$ cat src/rtl/spi_port_pkg.sv
`timescale 1ns/1ps
// Package: register map, control-register layout and pin indices shared
// by the SPI port controller. Assumes an 8-bit register word.
package spi_port_pkg;
    localparam int WORD_W = 8;
    localparam int PIN_N  = 4;
    localparam int PIN_SCK  = 0;
    localparam int PIN_MOSI = 1;
    localparam int PIN_MISO = 2;
    localparam int PIN_SS   = 3;

    typedef enum logic [1:0] {
        REG_CTRL = 2'd0,
        REG_STAT = 2'd1,
        REG_DATA = 2'd2
    } reg_sel_e;

    typedef struct packed {
        logic irq_en;
        logic enable;
        logic wired_or;
        logic master;
        logic cpol;
        logic cpha;
        logic ss_out_en;
        logic lsb_first;
    } ctrl_t;
endpackage

$ cat src/rtl/spi_port_regs.sv
`timescale 1ns/1ps
// Register block: holds control, the two sticky flags and the receive buffer.
// Detects the mode fault and runs the read-then-access clear sequences.
// Assumes ss_in is synchronous to clk.
module spi_port_regs
    import spi_port_pkg::*;
(
    input  logic              clk,
    input  logic              rst_n,
    input  logic [1:0]        addr,
    input  logic              wr_en,
    input  logic              rd_en,
    input  logic [WORD_W-1:0] wdata,
    output logic [WORD_W-1:0] rdata,
    input  logic [WORD_W-1:0] rx_data,
    input  logic              xfer_done,
    input  logic              ss_in,
    input  logic              ss_dir,
    output ctrl_t             cfg,
    output logic              done_flag,
    output logic              fault_flag,
    output logic              data_load
);
    ctrl_t             ctrl_q;
    logic              done_q, fault_q, done_seen, fault_seen;
    logic [WORD_W-1:0] rx_buf;

    logic sel_ctrl, sel_stat, sel_data, fault_hit;
    assign sel_ctrl  = (addr == REG_CTRL);
    assign sel_stat  = (addr == REG_STAT);
    assign sel_data  = (addr == REG_DATA);
    assign fault_hit = ctrl_q.enable & ctrl_q.master & ~ss_dir & ~ss_in & ~fault_q;
    assign data_load = wr_en & sel_data;

    // Control register: software write, with enable and master cleared by a fault.
    always_ff @(posedge clk) begin
        if (!rst_n) begin
            ctrl_q <= '0;
        end else begin
            if (wr_en && sel_ctrl) ctrl_q <= ctrl_t'(wdata);
            if (fault_hit) begin
                ctrl_q.enable <= 1'b0;
                ctrl_q.master <= 1'b0;
            end
        end
    end

    // Transfer-complete flag and its status-read arming.
    always_ff @(posedge clk) begin
        if (!rst_n) begin
            done_q    <= 1'b0;
            done_seen <= 1'b0;
        end else begin
            if (rd_en && sel_stat && done_q) done_seen <= 1'b1;
            else if (!done_q)                done_seen <= 1'b0;
            if (xfer_done)
                done_q <= 1'b1;
            else if (done_seen && sel_data && (rd_en || wr_en))
                done_q <= 1'b0;
        end
    end

    // Mode-fault flag and its status-read arming.
    always_ff @(posedge clk) begin
        if (!rst_n) begin
            fault_q    <= 1'b0;
            fault_seen <= 1'b0;
        end else begin
            if (rd_en && sel_stat && fault_q) fault_seen <= 1'b1;
            else if (!fault_q)                fault_seen <= 1'b0;
            if (fault_hit)
                fault_q <= 1'b1;
            else if (fault_seen && sel_ctrl && wr_en)
                fault_q <= 1'b0;
        end
    end

    // Receive buffer: captures the shifter contents when a transfer completes.
    always_ff @(posedge clk) begin
        if (!rst_n)         rx_buf <= '0;
        else if (xfer_done) rx_buf <= rx_data;
    end

    // Effective configuration: enable and master masked while a fault is pending.
    always_comb begin
        cfg        = ctrl_q;
        cfg.enable = ctrl_q.enable & ~fault_q;
        cfg.master = ctrl_q.master & ~fault_q;
    end

    assign done_flag  = done_q;
    assign fault_flag = fault_q;

    // Read multiplexer.
    always_comb begin
        unique case (addr)
            REG_CTRL: rdata = WORD_W'(cfg);
            REG_STAT: rdata = {done_q, fault_q, {(WORD_W-2){1'b0}}};
            REG_DATA: rdata = rx_buf;
            default:  rdata = '0;
        endcase
    end

    // transfer complete stays set until a data access
    p_done_hold_r6: assert property (@(posedge clk) disable iff (!rst_n)
        (done_q && !(sel_data && (rd_en || wr_en))) |=> done_q);
    // mode fault stays set until a control write
    p_fault_hold_r9: assert property (@(posedge clk) disable iff (!rst_n)
        (fault_q && !(wr_en && sel_ctrl)) |=> fault_q);
    // a fault only clears on a control write after a status read
    p_fault_clear_r9: assert property (@(posedge clk) disable iff (!rst_n)
        $fell(fault_q) |-> $past(wr_en && sel_ctrl && fault_seen));
endmodule

$ cat src/rtl/spi_port_engine.sv
`timescale 1ns/1ps
// Shift engine shared by master and slave. The master generates SCK from a
// fixed half-period divider. The slave detects edges on sck_in while ss_in
// is low. Both count 2*DATA_W edges and sample or shift according to the
// clock phase. Assumes sck_in is synchronous to clk and held >= 2 clocks.
module spi_port_engine #(
    parameter int DATA_W   = 8,
    parameter int DIV_HALF = 4
) (
    input  logic              clk,
    input  logic              rst_n,
    input  logic              en,
    input  logic              master,
    input  logic              cpol,
    input  logic              cpha,
    input  logic              lsb_first,
    input  logic              load,
    input  logic [DATA_W-1:0] load_data,
    input  logic              sck_in,
    input  logic              ss_in,
    input  logic              mosi_in,
    input  logic              miso_in,
    output logic              sck_q,
    output logic              tx_bit,
    output logic              busy,
    output logic              done,
    output logic [DATA_W-1:0] rx_data
);
    localparam int EDGES = 2 * DATA_W;
    localparam int CNT_W = $clog2(EDGES);
    localparam int DIV_W = $clog2(DIV_HALF + 1);

    logic [DATA_W-1:0] tx_sh, rx_sh;
    logic [CNT_W-1:0]  edge_cnt;
    logic [DIV_W-1:0]  div_cnt;
    logic              sck_in_q;

    logic slave_act, m_tick, s_tick, tick, in_bit, samp, last, first;
    assign slave_act = en & ~master & ~ss_in;
    assign m_tick    = busy & master & (div_cnt == DIV_W'(DIV_HALF - 1));
    assign s_tick    = slave_act & (sck_in != sck_in_q);
    assign tick      = m_tick | s_tick;
    assign in_bit    = master ? miso_in : mosi_in;
    assign samp      = (edge_cnt[0] == cpha);
    assign last      = (edge_cnt == CNT_W'(EDGES - 1));
    assign first     = (edge_cnt == '0);

    // Edge detector history for the received slave clock.
    always_ff @(posedge clk) begin
        if (!rst_n) sck_in_q <= 1'b0;
        else        sck_in_q <= sck_in;
    end

    // Transfer sequencer: divider, SCK toggling, edge counting, sample and shift.
    always_ff @(posedge clk) begin
        if (!rst_n) begin
            busy <= 1'b0; done <= 1'b0; sck_q <= 1'b0;
            edge_cnt <= '0; div_cnt <= '0; tx_sh <= '0; rx_sh <= '0;
        end else if (!en) begin
            busy <= 1'b0; done <= 1'b0; sck_q <= cpol;
            edge_cnt <= '0; div_cnt <= '0;
        end else begin
            done <= 1'b0;
            if (load && !busy && !slave_act) tx_sh <= load_data;
            if (master) begin
                if (!busy) begin
                    sck_q <= cpol; div_cnt <= '0; edge_cnt <= '0;
                    busy  <= load;
                end else begin
                    div_cnt <= m_tick ? '0 : div_cnt + 1'b1;
                    if (m_tick) sck_q <= ~sck_q;
                end
            end else begin
                sck_q <= cpol;
                busy  <= 1'b0;
                if (!slave_act) edge_cnt <= '0;
            end
            if (tick) begin
                if (samp)
                    rx_sh <= lsb_first ? {in_bit, rx_sh[DATA_W-1:1]}
                                       : {rx_sh[DATA_W-2:0], in_bit};
                else if (!first)
                    tx_sh <= lsb_first ? (tx_sh >> 1) : (tx_sh << 1);
                edge_cnt <= last ? '0 : edge_cnt + 1'b1;
                if (last) begin
                    busy <= 1'b0;
                    done <= 1'b1;
                end
            end
        end
    end

    assign tx_bit  = lsb_first ? tx_sh[0] : tx_sh[DATA_W-1];
    assign rx_data = rx_sh;

    // an idle master returns SCK to the polarity level
    p_idle_sck_r3: assert property (@(posedge clk) disable iff (!rst_n)
        (en && master && !busy && !load) |=> (sck_q == $past(cpol)));
    // completion is reported only right after a counted edge
    p_done_after_edge_r2: assert property (@(posedge clk) disable iff (!rst_n)
        done |-> ($past(tick) && edge_cnt == '0));
endmodule

$ cat src/rtl/spi_port_pads.sv
`timescale 1ns/1ps
// Pad gating: applies wired-OR (drive-low-only) behaviour to every port
// output. Assumes a pull-up on the board provides the released high level.
module spi_port_pads #(
    parameter int N = 4
) (
    input  logic [N-1:0] out_val,
    input  logic [N-1:0] oe_raw,
    input  logic         wired_or,
    output logic [N-1:0] oe
);
    // One gate per pin: release the driver when open-drain and driving high.
    for (genvar i = 0; i < N; i++) begin : g_pin
        assign oe[i] = oe_raw[i] & ~(wired_or & out_val[i]);
    end
endmodule

$ cat src/rtl/spi_port_ctrl.sv
`timescale 1ns/1ps
// Top: SPI port controller. Connects the register block, the shift engine
// and the pad gating, and forms the raw pin enables from the mode.
// Assumes all pin inputs are synchronous to clk.
module spi_port_ctrl
    import spi_port_pkg::*;
#(
    parameter int DIV_HALF = 4
) (
    input  logic              clk,
    input  logic              rst_n,
    input  logic [1:0]        addr,
    input  logic              wr_en,
    input  logic              rd_en,
    input  logic [WORD_W-1:0] wdata,
    output logic [WORD_W-1:0] rdata,
    output logic              irq,
    input  logic              ss_dir,
    input  logic              sck_in,
    output logic              sck_out,
    output logic              sck_oe,
    input  logic              mosi_in,
    output logic              mosi_out,
    output logic              mosi_oe,
    input  logic              miso_in,
    output logic              miso_out,
    output logic              miso_oe,
    input  logic              ss_in,
    output logic              ss_out,
    output logic              ss_oe,
    output logic              open_drain
);
    ctrl_t             cfg;
    logic              done_flag, fault_flag, data_load;
    logic              xfer_done, busy, sck_q, tx_bit;
    logic [WORD_W-1:0] rx_data;
    logic [PIN_N-1:0]  pin_val, pin_oe_raw, pin_oe;

    spi_port_regs u_regs (
        .clk(clk), .rst_n(rst_n), .addr(addr), .wr_en(wr_en), .rd_en(rd_en),
        .wdata(wdata), .rdata(rdata), .rx_data(rx_data), .xfer_done(xfer_done),
        .ss_in(ss_in), .ss_dir(ss_dir), .cfg(cfg), .done_flag(done_flag),
        .fault_flag(fault_flag), .data_load(data_load)
    );

    spi_port_engine #(.DATA_W(WORD_W), .DIV_HALF(DIV_HALF)) u_engine (
        .clk(clk), .rst_n(rst_n), .en(cfg.enable), .master(cfg.master),
        .cpol(cfg.cpol), .cpha(cfg.cpha), .lsb_first(cfg.lsb_first),
        .load(data_load), .load_data(wdata), .sck_in(sck_in), .ss_in(ss_in),
        .mosi_in(mosi_in), .miso_in(miso_in), .sck_q(sck_q), .tx_bit(tx_bit),
        .busy(busy), .done(xfer_done), .rx_data(rx_data)
    );

    // Raw pin values and enables by mode, before open-drain gating.
    always_comb begin
        pin_val[PIN_SCK]     = sck_q;
        pin_val[PIN_MOSI]    = tx_bit;
        pin_val[PIN_MISO]    = tx_bit;
        pin_val[PIN_SS]      = ~busy;
        pin_oe_raw[PIN_SCK]  = cfg.enable & cfg.master;
        pin_oe_raw[PIN_MOSI] = cfg.enable & cfg.master;
        pin_oe_raw[PIN_MISO] = cfg.enable & ~cfg.master & ~ss_in;
        pin_oe_raw[PIN_SS]   = cfg.enable & cfg.master & cfg.ss_out_en & ss_dir;
    end

    spi_port_pads #(.N(PIN_N)) u_pads (
        .out_val(pin_val), .oe_raw(pin_oe_raw), .wired_or(cfg.wired_or), .oe(pin_oe)
    );

    assign sck_out    = pin_val[PIN_SCK];
    assign mosi_out   = pin_val[PIN_MOSI];
    assign miso_out   = pin_val[PIN_MISO];
    assign ss_out     = pin_val[PIN_SS];
    assign sck_oe     = pin_oe[PIN_SCK];
    assign mosi_oe    = pin_oe[PIN_MOSI];
    assign miso_oe    = pin_oe[PIN_MISO];
    assign ss_oe      = pin_oe[PIN_SS];
    assign open_drain = cfg.wired_or;
    assign irq        = cfg.irq_en & (done_flag | fault_flag);

    // a pending fault keeps the master drivers released
    p_fault_release_r8: assert property (@(posedge clk) disable iff (!rst_n)
        fault_flag |-> (!sck_oe && !mosi_oe));
    // SS is only driven by a master
    p_ss_master_r10: assert property (@(posedge clk) disable iff (!rst_n)
        ss_oe |-> (cfg.master && ss_dir));
    // MISO is only driven by a selected slave
    p_miso_slave_r12: assert property (@(posedge clk) disable iff (!rst_n)
        miso_oe |-> (!ss_in && !cfg.master));
endmodule

$ cat config.mk
export PLATFORM = sky130hd
export DESIGN_NAME = spi_port_ctrl
export DESIGN_NICKNAME = d
export VERILOG_FILES = /design/src/rtl/spi_port_pkg.sv /design/src/rtl/spi_port_regs.sv /design/src/rtl/spi_port_engine.sv /design/src/rtl/spi_port_pads.sv /design/src/rtl/spi_port_ctrl.sv
export SDC_FILE = /design/constraint.sdc
export NUM_CORES = 1
export LEC_CHECK = 0
export BUFFER_PORTS_ARGS = -buffer_cell sky130_fd_sc_hd__buf_2
export CORE_MARGIN = 1
export CORE_UTILIZATION = 56
export CTS_CLUSTER_DIAMETER = 120
export DETAILED_ROUTE_END_ITERATION = 7
export HOLD_SLACK_MARGIN = 0.08
export MAX_ROUTING_LAYER = met4
export PLACE_DENSITY_LB_ADDON = 0.3
export REMOVE_ABC_BUFFERS = 1
export SETUP_SLACK_MARGIN = 0.2
export SLEW_MARGIN = 10
export SYNTH_ARGS = -nofsm -noshare
export SYNTH_HDL_FRONTEND = slang
export SYNTH_SLANG_ARGS = --single-unit
$ cat constraint.sdc
create_clock -name clk -period 2.15 [get_ports clk]
set_input_delay 0.43 -clock clk [delete_from_list [all_inputs] [get_ports clk]]
set_output_delay 0.43 -clock clk [all_outputs]
set_load 0.02 [all_outputs]
==> results.md <==
- Status: complete, no violations
- DR iter-0 viols: 128
- Total CTS buffers: 5
- PwrDens: 588.2 mW/mm²
- Register area share after synthesis: 0.3862
- Layout cells sized above 1: 0.2383
- Setup ws final: 0.2692 ns
- Setup violations, final: 0
- Ys flop type: dfxtp_1
- Max Root-Sink Buffers: 2
- Most frequent cell after synthesis: dfxtp_1
- Gate Count Post-Synth: 262
- Global placement routability congestion: 0.8675
- Clk_lat worst skew: 0.30 ns
- Drt wl/cell: 16.01 µm
- DR pass1 iterations: 4
- Syn Std Cell Area: 0.002436 mm²
- Root buf cell: clkbuf_8
- Final Non-Filler Cells: 348
- Setup WS pre-CTS: 0.3215 ns
- Residual DRC: 0
- CP max FO: 11
- Port Buf Inserts: 36
- Peak supply drop: 0.0003553 V
- Die Y: 67.96 µm
- Synth area leader: dfxtp_1
- Finished Core Util: 0.6782
- Number of diodes: 0
- WS Path Type: reg -> out
- Yosys Warn Count: 0
- CP arrival: 1.45 ns
- Asr flop ratio synth: 0
- I/O Pins: 37
- Startpoint Class: flip-flop
- Vias in the first global route: 1,921
- Fin Setup TNS: 0 ns
- Worst-margin pin slew: 0.5448 ns
- EDFF count, synth: 0
- TritonCTS clock tree: done
- Largest cells by area after synthesis: dfxtp_1, mux2i_1, nor2_1
- CTS H-Tree Depth: 2
- Grt ovf: 0
- Routed vias: 2,078
- Filler instances: 339
- Initial antenna violation count: 0
- Placed insts: 340
- Initial core utilization: 0.5961
- Largest net degree at the start of global routing: 19
- Site row count: 23
- Routed Antenna Nets: 0
- Die area: 0.004618 mm²
- Max-slew violation count: 0
- FMAX: 0.5317 GHz
- Layout Area Growth over Synthesis: 13.76%
- Worst hold path type: in -> reg
- Max Cap Viol: 0
- Reg clk slew, reported paths: 0.08 ns
- Post-synth cell types: 55
- Tcrit/Tclk final: 0.8748
- Final-report hold violation count: 0
- CP endpoint kind: primary output
- Post-Route WL: 5.570 mm
- Worst EP required: 1.72 ns
- Synth Area per Inst: 9.298 µm²
- Detailed placement HPWL: 4.026 mm
- Cell leakage power: 1.031 nW
- Clock Skew: 0.009315 ns
- Clock sinks: 47
- RSZ-0062 raised after global routing: true
- Final nets: 320
- Top cell type's share of synthesized area: 0.3862
- Flops & latches, synth: 47
- Std-Cell Core Area: 0.004086 mm²
- Fin crit period: 1.881 ns
- Chip width: 67.96 µm
- First-pass GRT wire length: 8.873 mm
- Slew headroom: 0.6361
- Worst hold margin: 0.3661 ns
- GR Util All Layers: 0.2691
- Post-DR vias/cell: 5.971
- Commonest cells in the netlist: dfxtp_1, nor2_1, mux2i_1, a21oi_1, nand2_1
stage by stage:
stage | power, mW | cell area [µm²]
floorplan | 0.9628 | 2347
global placement | 1.019 | 2648
detailed placement | 1.020 | 2648
CTS | 1.631 | 2751
global route | 1.689 | 2771
finish | 1.630 | 2771
metal layers:
metal  vias to the layer above  track usage  share of wire
met1                       993       0.3343           0.47
met2                        49       0.4289           0.48
met3                        10      0.04500          0.033
li1                       1026            -              -
met5                         -            -              0
met4                         0       0.1120          0.017
final timing paths:
kind | start | end | slack, ns | cells past startpoint
worst min register to register | u_engine.div_cnt[2] | u_engine.div_cnt[2] | 0.45 | 2
worst max register to register | u_engine.edge_cnt[0] | u_engine.tx_sh[3] | 0.36 | 7
worst min-delay path | wdata[5] | u_regs.cfg[5] | 0.37 | 3
worst max-delay path | u_regs.fault_flag | miso_oe | 0.27 | 3
cell families after synthesis:
family / after synthesis / synth area share
AOI/OAI and AO/OA: 62 / 0.1916
xor gates and xnor gates: 3 / 0.01079
adders and majority gates: 3 / 0.01541
buffers and inverters: 21 / 0.04571
DFF: 47 / 0.3862
muxes: 34 / 0.1407
and+or+nand+nor: 92 / 0.2096
sequential cells by signal (all words and copies together), names as in the netlist, 2 cells and up:
signal	count
u_engine.rx_data	8
u_engine.tx_sh	8
u_regs.rx_buf	8
u_regs.cfg	6
u_engine.edge_cnt	4
u_engine.div_cnt	3
u_regs.ctrl_q	2
cells in the final DEF, fill, tap and decap left out, drive strengths merged, types with 2 or more instances in the layout:
cell,instances
a211oi,9
a21oi,22
a22o,2
a32oi,2
and2,3
buf,44
clkbuf,6
dfxtp,47
ha,3
inv,5
mux2,2
mux2i,32
nand2,11
nand2b,7
nand3,4
nand3b,3
nand4,5
nor2,35
nor2b,6
nor3,2
nor3b,2
nor4,4
nor4b,2
o2111a,7
o2111ai,2
o211a,2
o21ai,7
or2b,5
xnor2,2
timing repair:
action,4_1_cts,5_1_grt
pin swaps,0,1
cloned,0,0
setup endpoints to repair,4,11
buffers inserted,0,1
gates resized for setup,1,6
hold buffers,0,0
endpoints found under the hold margin,0,0
power by group:
group	switching [mW]	internal [mW]
clock	0.287	0.341
sequential	0.00912	0.877
combinational	0.0704	0.0449
total	0.367	1.26
worst max-delay path, stage by stage, from the launching register on:
cell and delay, ns:
dfxtp_2 0.40, nor4b_4 0.36, a21boi_1 0.20, buf_2 0.18
area by class of cell:
cell class / instances / area (µm²) / share of cell area
clock buffers: 6 / 72.57 / 0.02619
clock inverters: 1 / 30.03 / 0.01084
inverters: 6 / 22.52 / 0.008126
multi-input cells: 194 / 1399 / 0.5047
flip-flops and latches: 47 / 944.7 / 0.3409
well taps: 50 / 62.56 / 0.02257
repair buffers: 44 / 240.2 / 0.08668
Note: power is estimated with default switching activity, not from simulation.
